`config.mk`:
```
export PLATFORM = sky130hd
export DESIGN_NAME = mesh_route_unit
export DESIGN_NICKNAME = d
export VERILOG_FILES = /design/src/rtl/route_pkg.sv /design/src/rtl/route_dir_cmp.sv /design/src/rtl/route_turn_filter.sv /design/src/rtl/route_pick.sv /design/src/rtl/mesh_route_unit.sv
export SDC_FILE = /design/constraint.sdc
export NUM_CORES = 1
export LEC_CHECK = 0
export ABC_CLOCK_PERIOD_IN_PS = 1750
export BUFFER_PORTS_ARGS = -buffer_cell sky130_fd_sc_hd__buf_4
export CAP_MARGIN = 15
export CORE_AREA = 8 8 45 47
export DETAILED_ROUTE_END_ITERATION = 10
export DIE_AREA = 0 0 53 55
export PLACE_DENSITY_LB_ADDON = 0.15
export SYNTH_ARGS = -nofsm -noshare
export SYNTH_HDL_FRONTEND = slang
export SYNTH_SLANG_ARGS = --single-unit
```
`constraint.sdc`:
```
create_clock -name clk -period 1.75 [get_ports clk]
set_input_delay 0.0875 -clock clk [delete_from_list [all_inputs] [get_ports clk]]
set_output_delay 0.0875 -clock clk [all_outputs]
set_load 0.03 [all_outputs]
```
`src/rtl/route_pkg.sv`:
```
package route_pkg;
    localparam int NUM_PORTS = 5;
    localparam int NUM_DIRS  = 4;

    typedef enum logic [1:0] {
        MODE_XY     = 2'd0,
        MODE_WF     = 2'd1,
        MODE_NL     = 2'd2,
        MODE_XY_ALT = 2'd3
    } route_mode_e;

    // bit order east(0), west(1), north(2), south(3) is also the fallback priority
    typedef struct packed {
        logic south;
        logic north;
        logic west;
        logic east;
    } dir_set_t;

    typedef struct packed {
        logic                 vld;
        logic [NUM_PORTS-1:0] port;
    } route_state_t;
endpackage

```
`src/rtl/route_dir_cmp.sv`:
```
module route_dir_cmp
    import route_pkg::*;
#(
    parameter int COORD_W = 3
) (
    input  logic [COORD_W-1:0] cur_x,
    input  logic [COORD_W-1:0] cur_y,
    input  logic [COORD_W-1:0] dst_x,
    input  logic [COORD_W-1:0] dst_y,
    output dir_set_t           need,
    output logic               arrived
);
    always_comb begin
        need.east  = dst_x > cur_x;
        need.west  = dst_x < cur_x;
        need.north = dst_y > cur_y;
        need.south = dst_y < cur_y;
        arrived    = (dst_x == cur_x) && (dst_y == cur_y);
    end
endmodule

```
`src/rtl/route_turn_filter.sv`:
```
module route_turn_filter
    import route_pkg::*;
(
    input  route_mode_e mode,
    input  dir_set_t    need,
    output dir_set_t    allowed
);
    always_comb begin
        allowed = need;
        case (mode)
            MODE_WF: begin
                // westward leg must be finished before anything else
                if (need.west) begin
                    allowed       = '0;
                    allowed.west  = 1'b1;
                end
            end
            MODE_NL: begin
                // northward leg may only be the last one
                if (need.east || need.west || need.south) begin
                    allowed.north = 1'b0;
                end
            end
            default: begin
                // dimension order: finish X before touching Y
                if (need.east || need.west) begin
                    allowed.north = 1'b0;
                    allowed.south = 1'b0;
                end
            end
        endcase
    end
endmodule

```
`src/rtl/route_pick.sv`:
```
module route_pick
    import route_pkg::*;
(
    input  dir_set_t              allowed,
    input  logic [NUM_DIRS-1:0]   cong,
    output logic [NUM_DIRS-1:0]   choice
);
    logic [NUM_DIRS-1:0] free_dirs;
    logic [NUM_DIRS-1:0] pool;
    logic                found;

    always_comb begin
        free_dirs = allowed & ~cong;
        pool      = (free_dirs != '0) ? free_dirs : allowed;
        choice    = '0;
        found     = 1'b0;
        for (int i = 0; i < NUM_DIRS; i++) begin
            if (pool[i] && !found) begin
                choice[i] = 1'b1;
                found     = 1'b1;
            end
        end
    end
endmodule

```
`src/rtl/mesh_route_unit.sv`:
```
module mesh_route_unit
    import route_pkg::*;
#(
    parameter int COORD_W = 3
) (
    input  logic                 clk,
    input  logic                 rst_n,
    input  logic                 in_valid,
    input  logic [1:0]           mode,
    input  logic [COORD_W-1:0]   cur_x,
    input  logic [COORD_W-1:0]   cur_y,
    input  logic [COORD_W-1:0]   dst_x,
    input  logic [COORD_W-1:0]   dst_y,
    input  logic [NUM_DIRS-1:0]  cong,
    output logic                 out_valid,
    output logic [NUM_PORTS-1:0] out_port
);
    localparam logic [NUM_PORTS-1:0] PORT_LOCAL = NUM_PORTS'(1);

    dir_set_t            need;
    dir_set_t            allowed;
    logic                arrived;
    logic [NUM_DIRS-1:0] choice;
    route_state_t        state_d, state_q;

    route_dir_cmp #(.COORD_W(COORD_W)) u_cmp (
        .cur_x   (cur_x),
        .cur_y   (cur_y),
        .dst_x   (dst_x),
        .dst_y   (dst_y),
        .need    (need),
        .arrived (arrived)
    );

    route_turn_filter u_filter (
        .mode    (route_mode_e'(mode)),
        .need    (need),
        .allowed (allowed)
    );

    route_pick u_pick (
        .allowed (allowed),
        .cong    (cong),
        .choice  (choice)
    );

    always_comb begin
        state_d     = state_q;
        state_d.vld = in_valid;
        if (in_valid) begin
            state_d.port = arrived ? PORT_LOCAL : {choice, 1'b0};
        end
    end

    always_ff @(posedge clk) begin
        if (!rst_n) begin
            state_q <= '0;
        end else begin
            state_q <= state_d;
        end
    end

    assign out_valid = state_q.vld;
    assign out_port  = state_q.port;

    // valid timing and port shape
    assert_valid_latency_R2: assert property (@(posedge clk) disable iff (!rst_n)
        in_valid |=> out_valid);
    assert_valid_drop_R2: assert property (@(posedge clk) disable iff (!rst_n)
        !in_valid |=> (!out_valid && $stable(out_port)));
    assert_port_onehot_R4: assert property (@(posedge clk) disable iff (!rst_n)
        out_valid |-> ($countones(out_port) == 1));
    // arrival goes to the local port
    assert_arrive_local_R3: assert property (@(posedge clk) disable iff (!rst_n)
        (in_valid && dst_x == cur_x && dst_y == cur_y) |=> (out_port == PORT_LOCAL));
    // each direction must shorten the distance
    assert_minimal_east_R4: assert property (@(posedge clk) disable iff (!rst_n)
        in_valid |=> (!out_port[1] || $past(dst_x > cur_x)));
    assert_minimal_west_R4: assert property (@(posedge clk) disable iff (!rst_n)
        in_valid |=> (!out_port[2] || $past(dst_x < cur_x)));
    assert_minimal_north_R4: assert property (@(posedge clk) disable iff (!rst_n)
        in_valid |=> (!out_port[3] || $past(dst_y > cur_y)));
    assert_minimal_south_R4: assert property (@(posedge clk) disable iff (!rst_n)
        in_valid |=> (!out_port[4] || $past(dst_y < cur_y)));
    // dimension order finishes X first
    assert_xy_order_R5: assert property (@(posedge clk) disable iff (!rst_n)
        (in_valid && (mode == 2'd0 || mode == 2'd3) && dst_x != cur_x)
            |=> (out_port[1] || out_port[2]));
    // west-first forces west
    assert_wf_west_R6: assert property (@(posedge clk) disable iff (!rst_n)
        (in_valid && mode == 2'd1 && dst_x < cur_x) |=> out_port[2]);
    // north-last keeps north for last
    assert_nl_north_R8: assert property (@(posedge clk) disable iff (!rst_n)
        (in_valid && mode == 2'd2 && (dst_x != cur_x || dst_y < cur_y)) |=> !out_port[3]);
endmodule

```
# Word-level counts from Yosys, hierarchy flattened
# Index checks and enable logic that the tools add are counted.
dict set report word_totals {
  register_bits 6
  latchBits 0
  ram_bits 0
  rom_bits 0
  inputBits 21
  output_inout_bits 6
  word_cells 36
  n_memories 0
}
dict set report classes {
  addsub 0
  multipliers 0
  div 0
  magnitude_cmp 4
  eq_ne 4
  shifts 0
  n_mux 14
  bitwise 2
  reduce_logical 10
}
# operator n
set op_table {}
lappend op_table {{2-to-1 mux 4 bit} 2}
lappend op_table {{2-to-1 mux 1 bit} 7}
lappend op_table {{equality test 3 bit} 2}
lappend op_table {{> comparator 3 bit} 2}
lappend op_table {{less-than comparator 3 bit} 2}
lappend op_table {{2-to-1 mux 5 bit} 1}
lappend op_table {{bitwise AND 4 bit} 1}
lappend op_table {{logical AND 1 bit} 4}
lappend op_table {{2-to-1 mux 2 bit} 2}
lappend op_table {{NOT 4 bit} 1}
lappend op_table {{one-hot mux 1 bit (2 select lines)} 2}
lappend op_table {{nonzero test 4 bit} 1}
lappend op_table {{zero test 1 bit} 3}
lappend op_table {{equality test 2 x 1 -> 1 bit, second input constant} 1}
lappend op_table {{equality test 2 bit, second input constant} 1}
lappend op_table {{logical OR 1 bit} 2}

# Depth between registers and ports, before layout
# Gate-level depths: netlist (run 1).
dict set report depth {
  word_depth 19
  depth_mapped 8
  ltp_nobuf 8
}

# Modules after synthesis
# A second synthesis (run 1) with hierarchy kept.
dict set report unflattened {
  hier_cells 81
  hier_area_um2 631.9
}
# module instances cells_each area_per_inst_um2 seq_area_each_um2
set by_module_without_submodules {}
lappend by_module_without_submodules {mesh_route_unit 1 23 222.7 120.1}
lappend by_module_without_submodules {route_dir_cmp 1 23 167.7 0.0}
lappend by_module_without_submodules {route_pick 1 19 126.4 0.0}
lappend by_module_without_submodules {route_turn_filter 1 16 115.1 0.0}

# Least setup slack after synthesis (run 1)
# OpenSTA, ideal clock, no wires.
dict set report synth_path {
  kind {input-to-reg}
  start {input cur_y[2]}
  end {register state_q (netlist bit out_port[3])}
  setup_time_ns 0.096
  arrival_ns 1.513
  required_time_ns 1.654
  path_slack_ns 0.141
  cell_stages 8
  n_path_buf 0
  path_cell_list {inv_1 > ha_1 > and3b_1 > a211oi_2 > o311ai_2 > nor2_2 > a211oi_1 > o41ai_2}
}
dict set report synth_between {
  elab_chain_len 15
  elab_cells_between_ends 21
  classes_between {2 x order compare; 1 x eq/ne; 10 x mux; 1 x bitwise; 7 x reduce/logical}
}
# element line
set synth_lines {}
lappend synth_lines {{start, declared} mesh_route_unit.sv:11} ;# input logic [COORD_W-1:0] cur_y,
lappend synth_lines {{less-than comparator 3 bit} route_dir_cmp.sv:17} ;# need.south = dst_y < cur_y;
lappend synth_lines {{logical OR 1 bit} route_turn_filter.sv:20} ;# if (need.east || need.west || need.south) begin
lappend synth_lines {{2-to-1 mux 1 bit} route_turn_filter.sv:20}
lappend synth_lines {{one-hot mux 1 bit (2 select lines)} route_turn_filter.sv:10} ;# case (mode)
lappend synth_lines {{bitwise AND 4 bit} route_pick.sv:13} ;# free_dirs = allowed & ~cong;
lappend synth_lines {{nonzero test 4 bit} route_pick.sv:14} ;# pool = (free_dirs != '0) ? free_dirs : allowed;
lappend synth_lines {{2-to-1 mux 4 bit} route_pick.sv:14}
lappend synth_lines {{2-to-1 mux 1 bit} route_pick.sv:18} ;# if (pool[i] && !found) begin
lappend synth_lines {{zero test 1 bit} route_pick.sv:18}
lappend synth_lines {{logical AND 1 bit} route_pick.sv:18}
lappend synth_lines {{2-to-1 mux 1 bit} route_pick.sv:18}
lappend synth_lines {{zero test 1 bit} route_pick.sv:18}
lappend synth_lines {{logical AND 1 bit} route_pick.sv:18}
lappend synth_lines {{2-to-1 mux 1 bit} route_pick.sv:18}
lappend synth_lines {{2-to-1 mux 5 bit (*)} mesh_route_unit.sv:51} ;# state_d.port = arrived ? PORT_LOCAL : {choice, 1'b0};
lappend synth_lines {{end signal, assigned} mesh_route_unit.sv:59} ;# state_q <= state_d;
lappend synth_lines {{end, declared} mesh_route_unit.sv:24} ;# route_state_t state_d, state_q;
# Mark *: on every way between the ends. The rest lies on a longest branch, timed or not.
# A chain may end at the register's enable or synchronous reset.

# Final worst setup path (run 1)
# Ends and elaborated chain as after synthesis.

==> implementation parameters, run 1 <==
Parameter                              Value

Drt
  Total length of routed wires    1410 µm
  Vias    593
  First-pass DRT Iterations    2
  DRC errors left    0
  First-iteration detailed-routing DRC count    1
  Routed length per instance    12.2 µm
  Antenna Violating Nets Remaining    0
  Via count normalized by instance count    5.16

Power and ir drop
  Worst vdd rail ir drop    432 µV
  Total power draw    0.000464 W
  Static leakage power    0.426 nW
  Sw Pwr    0.000145 W
  Total power density per cell area    549 mW/mm²
  Internal power    0.000320 W
  Share of total power in combinational logic    42.2%
  Proportion of power drawn by flip-flops and latches    31.7%
  Part of the total power dissipated in the clock network    26.0%
  Proportion of total power due to net switching    31.1%

Yosys
  Count of flip-flops with a built-in enable after synthesis    0
  Share of the synthesized area in the top cell type    21.1%
  Post-synthesis sequential area ratio    21.1%
  Post-synthesis cell type with the largest combined area    dfxtp_1
  Adder-cell share of the synthesized area    17.6%
  Net count after synthesis    96
  Area contributors post-synth    dfxtp_1 21%, ha_1 18%, inv_1 6.6%, o21a_1 4.0%, o311ai_2 2.9%
  Total of flip-flops plus latches after synthesis    6
  Most frequently used cell type in the post-synthesis netlist    inv_1
  Dominant combinational cell family by area after synthesis    compound AO/OA/AOI/OAI gates
  Post-synthesis simple-gate area fraction    25.6%
  Post-synth top flop    dfxtp_1
  Mux contribution to synthesized area    1.76%
  Average instance area after synthesis    8.48 µm²
  Synthesis warning total    0
  Leading post-synthesis cells by instance count    10 x inv_1, 8 x ha_1, 6 x dfxtp_1
  Xor and xnor area share after synthesis    0%
  Post-synthesis cell count    67
  Compound-gate portion of the synthesized area    26.4%
  Total standard cell area after synthesis    568 µm²
  Async set or reset register ratio after synthesis    0%
  Synth unique cells    32

STA
  Number of pins exceeding their max-slew limit in the final report    0
  Final setup skew    0 ns
  Final setup TNS    0 ns
  Final-report setup violation count    0
  Final-report hold violation count    0
  Maximum achievable frequency    606 MHz
  Transition at the pin with the smallest max-transition slack    0.365 ns
  Worst hold slack    0.0985 ns
  Final worst path period need    1.65 ns
  Slew margin rel.    75.5%
  Tcrit/Tclk final    94.3%

GRT
  Total Routing Usage GR    10.5%
  Antenna violations before repair    0
  M1 GR Usage    9.76%
  Maximum number of pins on one net before global-route repair    9
  Most heavily used metal layer in global routing    met2
  Met3 usage in global routing    1.07%
  Total grt overflow    0
  First-pass GRT wire length    2380 µm
  Vias in the first global route    639
  Met2 track demand over resource    21.3%

CTS
  Post-CTS Hold Fix Bufs    0
  Buffer levels on the longest clock path    2
  Clk pin slew, worst setup/hold paths    0.04 ns
  Num Clock Sinks    6
  Worst-skew pair later-pin latency    0.24 ns
  H-tree Lvls    1
  CTS tree    built
  Clock root buffer master    clkbuf_4
  Num CTS Buffers    3

Critical path
  Category of the worst setup path capture point    flop
  CP cell instances    buf_4 -> inv_1 -> ha_1 -> buf_4 -> a211oi_2 -> o311ai_4 -> nor2_2 -> a211oi_1 -> o41ai_2
  Critical Path AT    1.78 ns
  Crit-path max FO    3
  Cell with the largest stage delay on the worst path    o41ai_2
  Cell mode on critical path    buf_4
  CP max stage delay    0.35 ns
  Startpoint type of the worst setup path    primary input
  Class of the most critical setup path    primary input to flop
  Required time at the endpoint of the critical path    1.89 ns

Cells and area
  Nets@finish    130
  Reg area    120 µm²
  Share of the core filled with cells in the final layout    61.1%
  Filler cell count    134
  Ratio of cells with drive above 1 in the final layout    43.4%
  Number of standard cells in the final layout excluding fillers    115
  Syn-to-layout area delta    48.9%
  Count of antenna diodes in the layout    0
  Multi-input logic area    420 µm²

Placed design
  DP Wirelength    1240 µm
  # placed instances    112
  Total of buffers placed on input and output ports    26
  Placer congestion estimate    0.795

Worst hold path
  Type of the tightest min-delay check    primary input to flop

Floorplanning
  Initial Util    41.0%
  Die height    55 µm
  Die width    53 µm
  Core Box Area    0.00138 mm²
  Die ar.    0.00292 mm²
  Io pins    27
  Number of placement rows    14

Status
  Outcome    finished clean

Run
  Max_cap viols    0
timing repair:
| action | 4_1_cts | 5_1_grt |
|---|---|---|
| setup endpoints to repair | 0 | 2 |
| buffers inserted | 0 | 0 |
| endpoints found under the hold margin | 0 | 0 |
| resized for setup | 0 | 3 |
critical path, delay by kind of cell:
family	cells	cell delay, ns
AO/OA/AOI/OAI	4	0.97
adder cells (fa/ha/maj)	1	0.30
buffers and inverters	3	0.26
AND/OR/NAND/NOR	1	0.16
per-stage QoR:
step	setup WS [ns]	cell area, µm²
finish	0.101	846
global route	-0.00270	846
global placement	-0.0616	808
detailed placement	-0.165	808
floorplan	0.141	568
CTS	0.0896	831
placed cells by master (no fill, tap or decap):
cell type  netlist  layout
a2111oi_1        1       1
a211oi_1         1       1
a211oi_2         1       1
a21oi_1          3       3
a21oi_2          1       1
and2_1           1       1
and3b_1          1       1
buf_4            0      30
clkbuf_4         0       3
dfxtp_1          6       6
ha_1             8       8
inv_1           10      10
mux2i_1          1       1
nand2_1          3       3
nand2b_1         1       1
nand2b_2         1       1
nand3_1          2       2
nand3_2          1       1
nor2_1           3       3
nor2_2           2       2
nor2b_1          2       2
nor3_1           2       2
nor3b_1          2       1
nor3b_2          0       1
nor4b_2          1       1
o211a_1          1       1
o211ai_1         1       1
o21a_1           3       3
o21ai_0          2       1
o21ai_1          1       2
o311ai_4         0       1
o32ai_1          1       1
o41ai_2          1       1
or2b_1           1       1
final timing paths:
check	start	to	slack, ns	depth (start not counted)
max reg2reg	out_port[2]$_SDFFE_PN0P_	out_port[2]$_SDFFE_PN0P_	1.06	2
min	in_valid	out_port[4]$_SDFFE_PN0P_	0.1	2
max	cur_y[2]	out_port[3]$_SDFFE_PN0P_	0.10	9
min reg2reg	out_port[4]$_SDFFE_PN0P_	out_port[4]$_SDFFE_PN0P_	0.49	2
layout make-up:
cell class / count / share of cell area (%)
clock buffer: 3 / 2.66
multi-input combinational: 50 / 49.7
timing repair buffer: 30 / 26.6
tap: 16 / 2.37
sequential: 6 / 14.2
inverter: 10 / 4.44
registers in the layout, indices dropped and copies added (netlist names):
| name | cells |
|---|---|
| out_valid | 1 |
| out_port | 5 |
kinds of logic (layout without fill, tap and decap cells):
| family | count (synthesis) | in the layout |
|---|---|---|
| adder cells (fa/ha/maj) | 8 | 8 |
| multiplexers | 1 | 1 |
| flip-flops | 6 | 6 |
| AO/OA/AOI/OAI | 18 | 18 |
| AND/OR/NAND/NOR | 23 | 23 |
| buffers and inverters | 11 | 43 |
power groups by stage:
| stage | clock (W) | sequential (W) | combinational [W] |
|---|---|---|---|
| 2_1_floorplan | 0 | 0.000164 | 0.0000965 |
| 3_5_place_dp | 0 | 0.000150 | 0.000190 |
| 4_1_cts | 0.000130 | 0.000147 | 0.000191 |
| 5_1_grt | 0.000136 | 0.000148 | 0.000217 |
| 3_3_place_gp | 0 | 0.000149 | 0.000185 |
| 6_report | 0.000121 | 0.000147 | 0.000196 |
per-layer routing:
layer  up-vias  wire [µm]
li1        305          -
met1       274        559
met2        12        787
met3         2         49
met4         0          9
met5         -          0
Note: power is estimated with default switching activity, not from simulation.
==> run 2, diff against run 1 <==
--- a/config.mk
+++ b/config.mk
@@ -5,6 +5,7 @@
 export SDC_FILE = /design/constraint.sdc
 export NUM_CORES = 1
 export LEC_CHECK = 0
+export ABC_AREA = 1
 export ABC_CLOCK_PERIOD_IN_PS = 1750
 export BUFFER_PORTS_ARGS = -buffer_cell sky130_fd_sc_hd__buf_4
 export CAP_MARGIN = 15
==> run 2 against run 1 <==
Net effect:
- first-iteration DRC count grew to 8.0 times the previous value
- clock-buffer cell count stayed put
- cell count up 12%
- synthesized area is 0.22% higher
- final area down 4.6%
- die area stayed put
- worst setup slack better by 0.26 ns
- fmax is 18% higher
- critical endpoint is now out_port[1]$_SDFFE_PN0P_
- largest cell class unchanged
==> implementation parameters, run 2 <==
Parameter                              Value

CTS
  Clk pin slew, worst setup/hold paths    0.05 ns (about the same)
  CTS tree    built
  Buffer levels on the longest clock path    2 (unchanged)
  H-tree Lvls    1 (unchanged)
  Num CTS Buffers    3 (unchanged)
  Setup Fix Bufs, Post-CTS    0 (unchanged)
  Post-CTS Hold Fix Bufs    0 (unchanged)
  Clock root buffer master    clkbuf_4
  Worst-skew pair later-pin latency    0.24 ns (about the same)
  Number of gates resized after CTS    0 (unchanged)
  Num Clock Sinks    6 (unchanged)

Critical path
  CP cell instances    buf_4 -> inv_1 -> ha_1 -> a21oi_2 -> nand2_4 -> nand3b_1 -> o21ai_1 -> inv_2 -> nand4_1 -> nand2_2 -> nand2_1 -> o211ai_1 -> inv_2
  Required time at the endpoint of the critical path    1.88 ns (about the same)
  Cell with the largest stage delay on the worst path    ha_1
  Cell mode on critical path    inv_2
  Critical Path AT    1.53 ns (-0.25 ns)
  CP max stage delay    0.33 ns (-0.02 ns)
  Category of the worst setup path capture point    flop
  Startpoint type of the worst setup path    primary input
  Crit-path max FO    8 (+5)
  Class of the most critical setup path    primary input to flop

Cells and area
  Count of antenna diodes in the layout    0 (unchanged)
  Most common cell after layout, fill and taps aside    buf_4
  Number of standard cells in the final layout excluding fillers    129 (+12%)
  Largest register FFs    5 (unchanged)
  Syn-to-layout area delta    41.8%
  Nets@finish    144 (+11%)
  Share of the core filled with cells in the final layout    58.3% (-2.8 points)
  Ratio of cells with drive above 1 in the final layout    34.5% (-8.9 points)
  Commonest cells after routing, fill and taps aside    26 x buf_4, 19 x inv_1, 14 x nand2_1

Drt
  First-pass DRT Iterations    4 (+2)
  First-iteration detailed-routing DRC count    8 (+7)
  Vias    613 (+3.4%)
  Routed length per instance    9.86 µm (-19%)
  Antenna Violating Nets Remaining    0 (unchanged)
  DRC errors left    0 (unchanged)
  Total length of routed wires    1270 µm (-9.5%)
  Via count normalized by instance count    4.75 (-7.8%)

Yosys
  Total of flip-flops plus latches after synthesis    6 (unchanged)
  Share of the synthesized area in the top cell type    21.1% (-0.046 points)
  Post-synthesis sequential area ratio    21.1% (-0.046 points)
  Average instance area after synthesis    6.78 µm² (-20%)
  Total standard cell area after synthesis    569 µm² (+0.22%)
  Synthesis warning total    0 (unchanged)
  Synth unique cells    22 (-31%)
  Post-synth top flop    dfxtp_1
  Most frequently used cell type in the post-synthesis netlist    inv_1
  Post-synthesis cell type with the largest combined area    dfxtp_1
  Net count after synthesis    113 (+18%)
  Leading post-synthesis cells by instance count    19 x inv_1, 14 x nand2_1, 9 x nand3_1
  Async set or reset register ratio after synthesis    0% (unchanged)
  Area contributors post-synth    dfxtp_1 21%, ha_1 18%, inv_1 13%, nand2_1 9.2%, nand3_1 7.9%
  Post-synthesis cell count    84 (+25%)
  Count of flip-flops with a built-in enable after synthesis    0 (unchanged)

Power and ir drop
  Static leakage power    0.468 nW (+9.8%)
  Worst vdd rail ir drop    253 µV (-42%)
  Total power density per cell area    580 mW/mm² (+5.6%)

STA
  Unrepaired setup endpoints after global routing    no
  Slew margin rel.    80.7% (+5.2 points)
  Final-report setup violation count    0 (unchanged)
  Transition at the pin with the smallest max-transition slack    0.286 ns (-0.0789 ns)
  Tcrit/Tclk final    79.7% (-15 points)
  Final worst path period need    1.39 ns (-0.255 ns)
  Maximum achievable frequency    717 MHz (+18%)
  Number of pins exceeding their max-slew limit in the final report    0 (unchanged)
  Final setup skew    0 ns (unchanged)
  Final-report hold violation count    0 (unchanged)
  Final setup TNS    0 ns (unchanged)
  Post-route worst setup slack    0.356 ns (+0.255 ns)

Status
  Outcome    finished clean

Floorplanning
  Core Box Area    0.00138 mm² (unchanged)
  Number of placement rows    14 (unchanged)
  Die ar.    0.00292 mm² (unchanged)
  Die width    53 µm (unchanged)
  Die height    55 µm (unchanged)
  Initial Util    41.1% (+0.090 points)
  Io pins    27 (unchanged)

GRT
  Total Routing Usage GR    9.62% (-0.89 points)
  Antenna violations before repair    0 (unchanged)
  Total grt overflow    0 (unchanged)
  Vias in the first global route    610 (-4.5%)
  Maximum number of pins on one net before global-route repair    9 (unchanged)
  First-pass GRT wire length    2240 µm (-6.1%)

Placed design
  # placed instances    126 (+13%)
  Placer congestion estimate    0.861 (+8.2%)
  Total of buffers placed on input and output ports    26 (unchanged)
  DP Wirelength    1120 µm (-9.0%)
  Setup slack at placement    0.124 ns (+0.288 ns)

Run
  Max_cap viols    0 (unchanged)

Worst hold path
  Type of the tightest min-delay check    primary input to flop
## run 2: final cells by class
type,instances,area (µm²)
Inverter,22,82.6
Clock buffer,3,22.5
Sequential cell,6,120
Timing Repair Buffer,26,195
Tap cell,16,20.0
Multi-Input combinational cell,56,367
Fill cell,148,577
## run 2: critical path, delay by kind of cell
kind	cells	cell delay, ns
and+or+nand+nor	5	0.49
AOI/OAI and AO/OA	3	0.39
adders and majority gates	1	0.33
buffers and inverters	4	0.23
## run 2: kinds of logic after synthesis
kind of cell / count (synthesis) / share of synthesized area (%)
and+or+nand+nor: 36 / 34.3
buffers and inverters: 22 / 14.5
AOI/OAI and AO/OA: 12 / 12.5
adders and majority gates: 8 / 17.6
DFF: 6 / 21.1
## run 2: report_power, final
group	leakage [nW]	switching, W	internal, W	total, W
Combinational	0.405	0.000106	0.0000847	0.000191
Clock	0.0138	0.0000511	0.0000777	0.000129
Sequential	0.0492	0.00000350	0.000145	0.000148
## run 2: final timing paths
path	endpoint	start	slack (ns)	depth (start not counted)
worst max-delay path	out_port[1]$_SDFFE_PN0P_	cur_x[2]	0.36	13
worst min-delay path	out_valid$_SDFF_PN0_	rst_n	0.05	3
worst max register to register	out_port[1]$_SDFFE_PN0P_	out_port[1]$_SDFFE_PN0P_	1.10	2
worst min register to register	out_port[2]$_SDFFE_PN0P_	out_port[2]$_SDFFE_PN0P_	0.46	2
## run 2: per-stage QoR
stage               instance area, µm²  hold WS (ns)  power, W
floorplan                          569         0.181  0.000275
global placement                   785         0.299  0.000340
detailed placement                 785         0.299  0.000342
CTS                                807        0.0458  0.000474
global route                       807        0.0962  0.000508
finish                             807        0.0495  0.000468
## run 2: per-layer routing
metal | GRT usage (%) | share of wire, % | up-vias | wire length, µm
met5 | 0 | 0 | - | 0
met3 | 2.94 | 6.2 | 2 | 79
met2 | 16.4 | 47 | 18 | 593
li1 | - | - | 329 | -
met1 | 10.9 | 46 | 264 | 587
met4 | 3.88 | 0.86 | 0 | 11
==> run 3, diff against run 2 <==
--- a/config.mk
+++ b/config.mk
@@ -6,7 +6,7 @@
 export NUM_CORES = 1
 export LEC_CHECK = 0
 export ABC_AREA = 1
-export ABC_CLOCK_PERIOD_IN_PS = 1750
+export ABC_CLOCK_PERIOD_IN_PS = 1300
 export BUFFER_PORTS_ARGS = -buffer_cell sky130_fd_sc_hd__buf_4
 export CAP_MARGIN = 15
 export CORE_AREA = 8 8 45 47
==> constraint.sdc (replaced) <==
create_clock -name clk -period 1.3 [get_ports clk]
set_input_delay 0.065 -clock clk [delete_from_list [all_inputs] [get_ports clk]]
set_output_delay 0.065 -clock clk [all_outputs]
set_load 0.03 [all_outputs]
==> run 3 against run 2 <==
Net effect:
- cell count up 3.1%
- clock skew unchanged
- total power up 58%
- global-route usage up 1.2 points
- register-to-register slack worse by 0.48 ns
- sequential power up 35%
==> implementation parameters, run 3 (synthesis gave the netlist of run 2 again) <==
Parameter                              Value

Status
  Outcome    finished clean

Drt
  Routed length per instance    12.8 µm (+29%)
  DRC errors left    0 (unchanged)
  Antenna Violating Nets Remaining    0 (unchanged)
  First-pass DRT Iterations    4 (unchanged)
  First-iteration detailed-routing DRC count    9 (+1)
  Total length of routed wires    1700 µm (+33%)
  Via count normalized by instance count    4.83 (+1.6%)
  Vias    642 (+4.7%)

Floorplanning
  Number of placement rows    14 (unchanged)
  Initial Util    41.1% (unchanged)
  Die width    53 µm (unchanged)
  Io pins    27 (unchanged)
  Die ar.    0.00292 mm² (unchanged)
  Die height    55 µm (unchanged)
  Core Box Area    0.00138 mm² (unchanged)

Critical path
  Required time at the endpoint of the critical path    1.44 ns (-0.44 ns)
  Critical Path AT    1.37 ns (-0.16 ns)
  Class of the most critical setup path    primary input to flop
  Category of the worst setup path capture point    flop
  Startpoint type of the worst setup path    primary input
  Family with the most delay on the worst path    simple AND/OR/NAND/NOR gates
  Crit-path max FO    3 (-5)
  CP max stage delay    0.26 ns (-0.07 ns)
  CP cell instances    buf_4 -> inv_6 -> ha_4 -> nand2_1 -> o21a_2 -> nor2_4 -> nand3_4 -> nand3_2 -> nand2_1 -> nand2_2 -> nand2_2 -> o211ai_1 -> inv_2
  Count of buffer and inverter cells on the critical path    3 (-1)
  Cell with the largest stage delay on the worst path    ha_4

CTS
  H-tree Lvls    1 (unchanged)
  Worst-skew pair later-pin latency    0.25 ns (about the same)
  Num Clock Sinks    6 (unchanged)
  Clk pin slew, worst setup/hold paths    0.05 ns (about the same)
  Setup Fix Bufs, Post-CTS    0 (unchanged)
  Post-CTS Hold Fix Bufs    0 (unchanged)
  CTS tree    built
  Buffer levels on the longest clock path    2 (unchanged)
  Num CTS Buffers    3 (unchanged)
  Clock root buffer master    clkbuf_4

GRT
  Total Routing Usage GR    10.8% (+1.2 points)
  Vias in the first global route    588 (-3.6%)
  Maximum number of pins on one net before global-route repair    8 (-1)
  M1 GR Usage    11.8% (+0.88 points)
  Met2 track demand over resource    16.6% (+0.20 points)
  Most heavily used metal layer in global routing    met2
  Met3 usage in global routing    4.55% (+1.6 points)
  First-pass GRT wire length    2390 µm (+6.8%)
  Antenna violations before repair    0 (unchanged)
  Total grt overflow    0 (unchanged)

STA
  Final setup skew    0 ns (unchanged)
  Tcrit/Tclk final    95.1%
  Final-report hold violation count    0 (unchanged)
  Final worst path period need    1.24 ns
  Slew margin rel.    75.9% (-4.8 points)
  Maximum achievable frequency    809 MHz
  Final-report setup violation count    0 (unchanged)
  Unrepaired setup endpoints after global routing    yes
  Number of pins exceeding their max-slew limit in the final report    0 (unchanged)
  Transition at the pin with the smallest max-transition slack    0.358 ns (+0.0712 ns)

Power and ir drop
  Worst vdd rail ir drop    433 µV (+72%)
  Total power density per cell area    749 mW/mm² (+29%)
  Total power draw    0.000739 W (+58%)
  Static leakage power    0.490 nW (+4.8%)

Cells and area
  Syn-to-layout area delta    73.2%
  Largest register FFs    5 (unchanged)
  Count of antenna diodes in the layout    0 (unchanged)
  Final std cell area, no fill    986 µm² (+22%)
  Most common cell after layout, fill and taps aside    buf_4
  Nets@finish    148 (+2.8%)
  Ratio of cells with drive above 1 in the final layout    53.8% (+19 points)
  Commonest cells after routing, fill and taps aside    28 x buf_4, 15 x inv_1, 9 x nand2_1

Worst hold path
  Type of the tightest min-delay check    primary input to flop

Run
  Max_cap viols    0 (unchanged)

Placed design
  DP Wirelength    1260 µm (+12%)
  Total of buffers placed on input and output ports    26 (unchanged)
  Placement Cell Area    888 µm² (+13%)
  Placer congestion estimate    0.776 (-9.8%)
==> run 3: cell count changes in the layout (fill, tap and decap cells not counted), sizes merged <==
cell and delta:
buf +4
==> run 3: area by class of cell <==
| class | instances | area [µm²] |
|---|---|---|
| fill | 123 | 398 |
| tap | 16 | 20.0 |
| inverter | 22 | 92.6 |
| timing repair buffer | 30 | 233 |
| multi-input combinational | 56 | 498 |
| clock buffer | 3 | 22.5 |
| sequential | 6 | 120 |
==> run 3: metrics by stage <==
stage | setup WS [ns] | util, % | hold WS (ns) | std cells | TNS (ns)
detailed placement | -0.231 | 64.2 | 0.279 | 130 | -0.676
CTS | 0.0234 | 65.8 | 0.0248 | 133 | 0
global route | -0.0847 | 71.2 | 0.0576 | 133 | -0.142
global placement | -0.194 | 64.2 | 0.273 | 130 | -0.565
finish | 0.0640 | 71.2 | 0.0314 | 133 | 0
floorplan | 0.000652 | - | 0.158 | 84 | 0
==> run 3: worst reg2reg max path, delay by kind of cell, from the launching register on <==
| family | cells | cell delay (ns) |
|---|---|---|
| compound gates | 1 | 0.20 |
| flops | 1 | 0.32 |
| buf+inv | 1 | 0.05 |
==> run 3: worst paths after layout <==
kind,start,endpoint,slack [ns],cells after the start
max reg2reg,out_port[1]$_SDFFE_PN0P_,out_port[1]$_SDFFE_PN0P_,0.62,2
min,rst_n,out_valid$_SDFF_PN0_,0.03,3
max,cur_y[2],out_port[1]$_SDFFE_PN0P_,0.06,13
min reg2reg,out_port[4]$_SDFFE_PN0P_,out_port[4]$_SDFFE_PN0P_,0.46,2
==> run 3: where the power goes <==
part / internal (W) / switching [W]
combinational: 0.000166 / 0.000191
clock: 0.000105 / 0.0000767
sequential: 0.000195 / 0.00000501
==> run 3: what timing repair did <==
| action | CTS | global route |
|---|---|---|
| setup endpoints to repair | 0 | 3 |
| endpoints found under the hold margin | 0 | 0 |
| gates resized for setup | 0 | 17 |
==> run 3: per-layer routing <==
metal / vias up / routed length, µm
met4: 0 / 58
met3: 6 / 158
met5: - / 0
met2: 25 / 836
li1: 336 / -
met1: 275 / 643
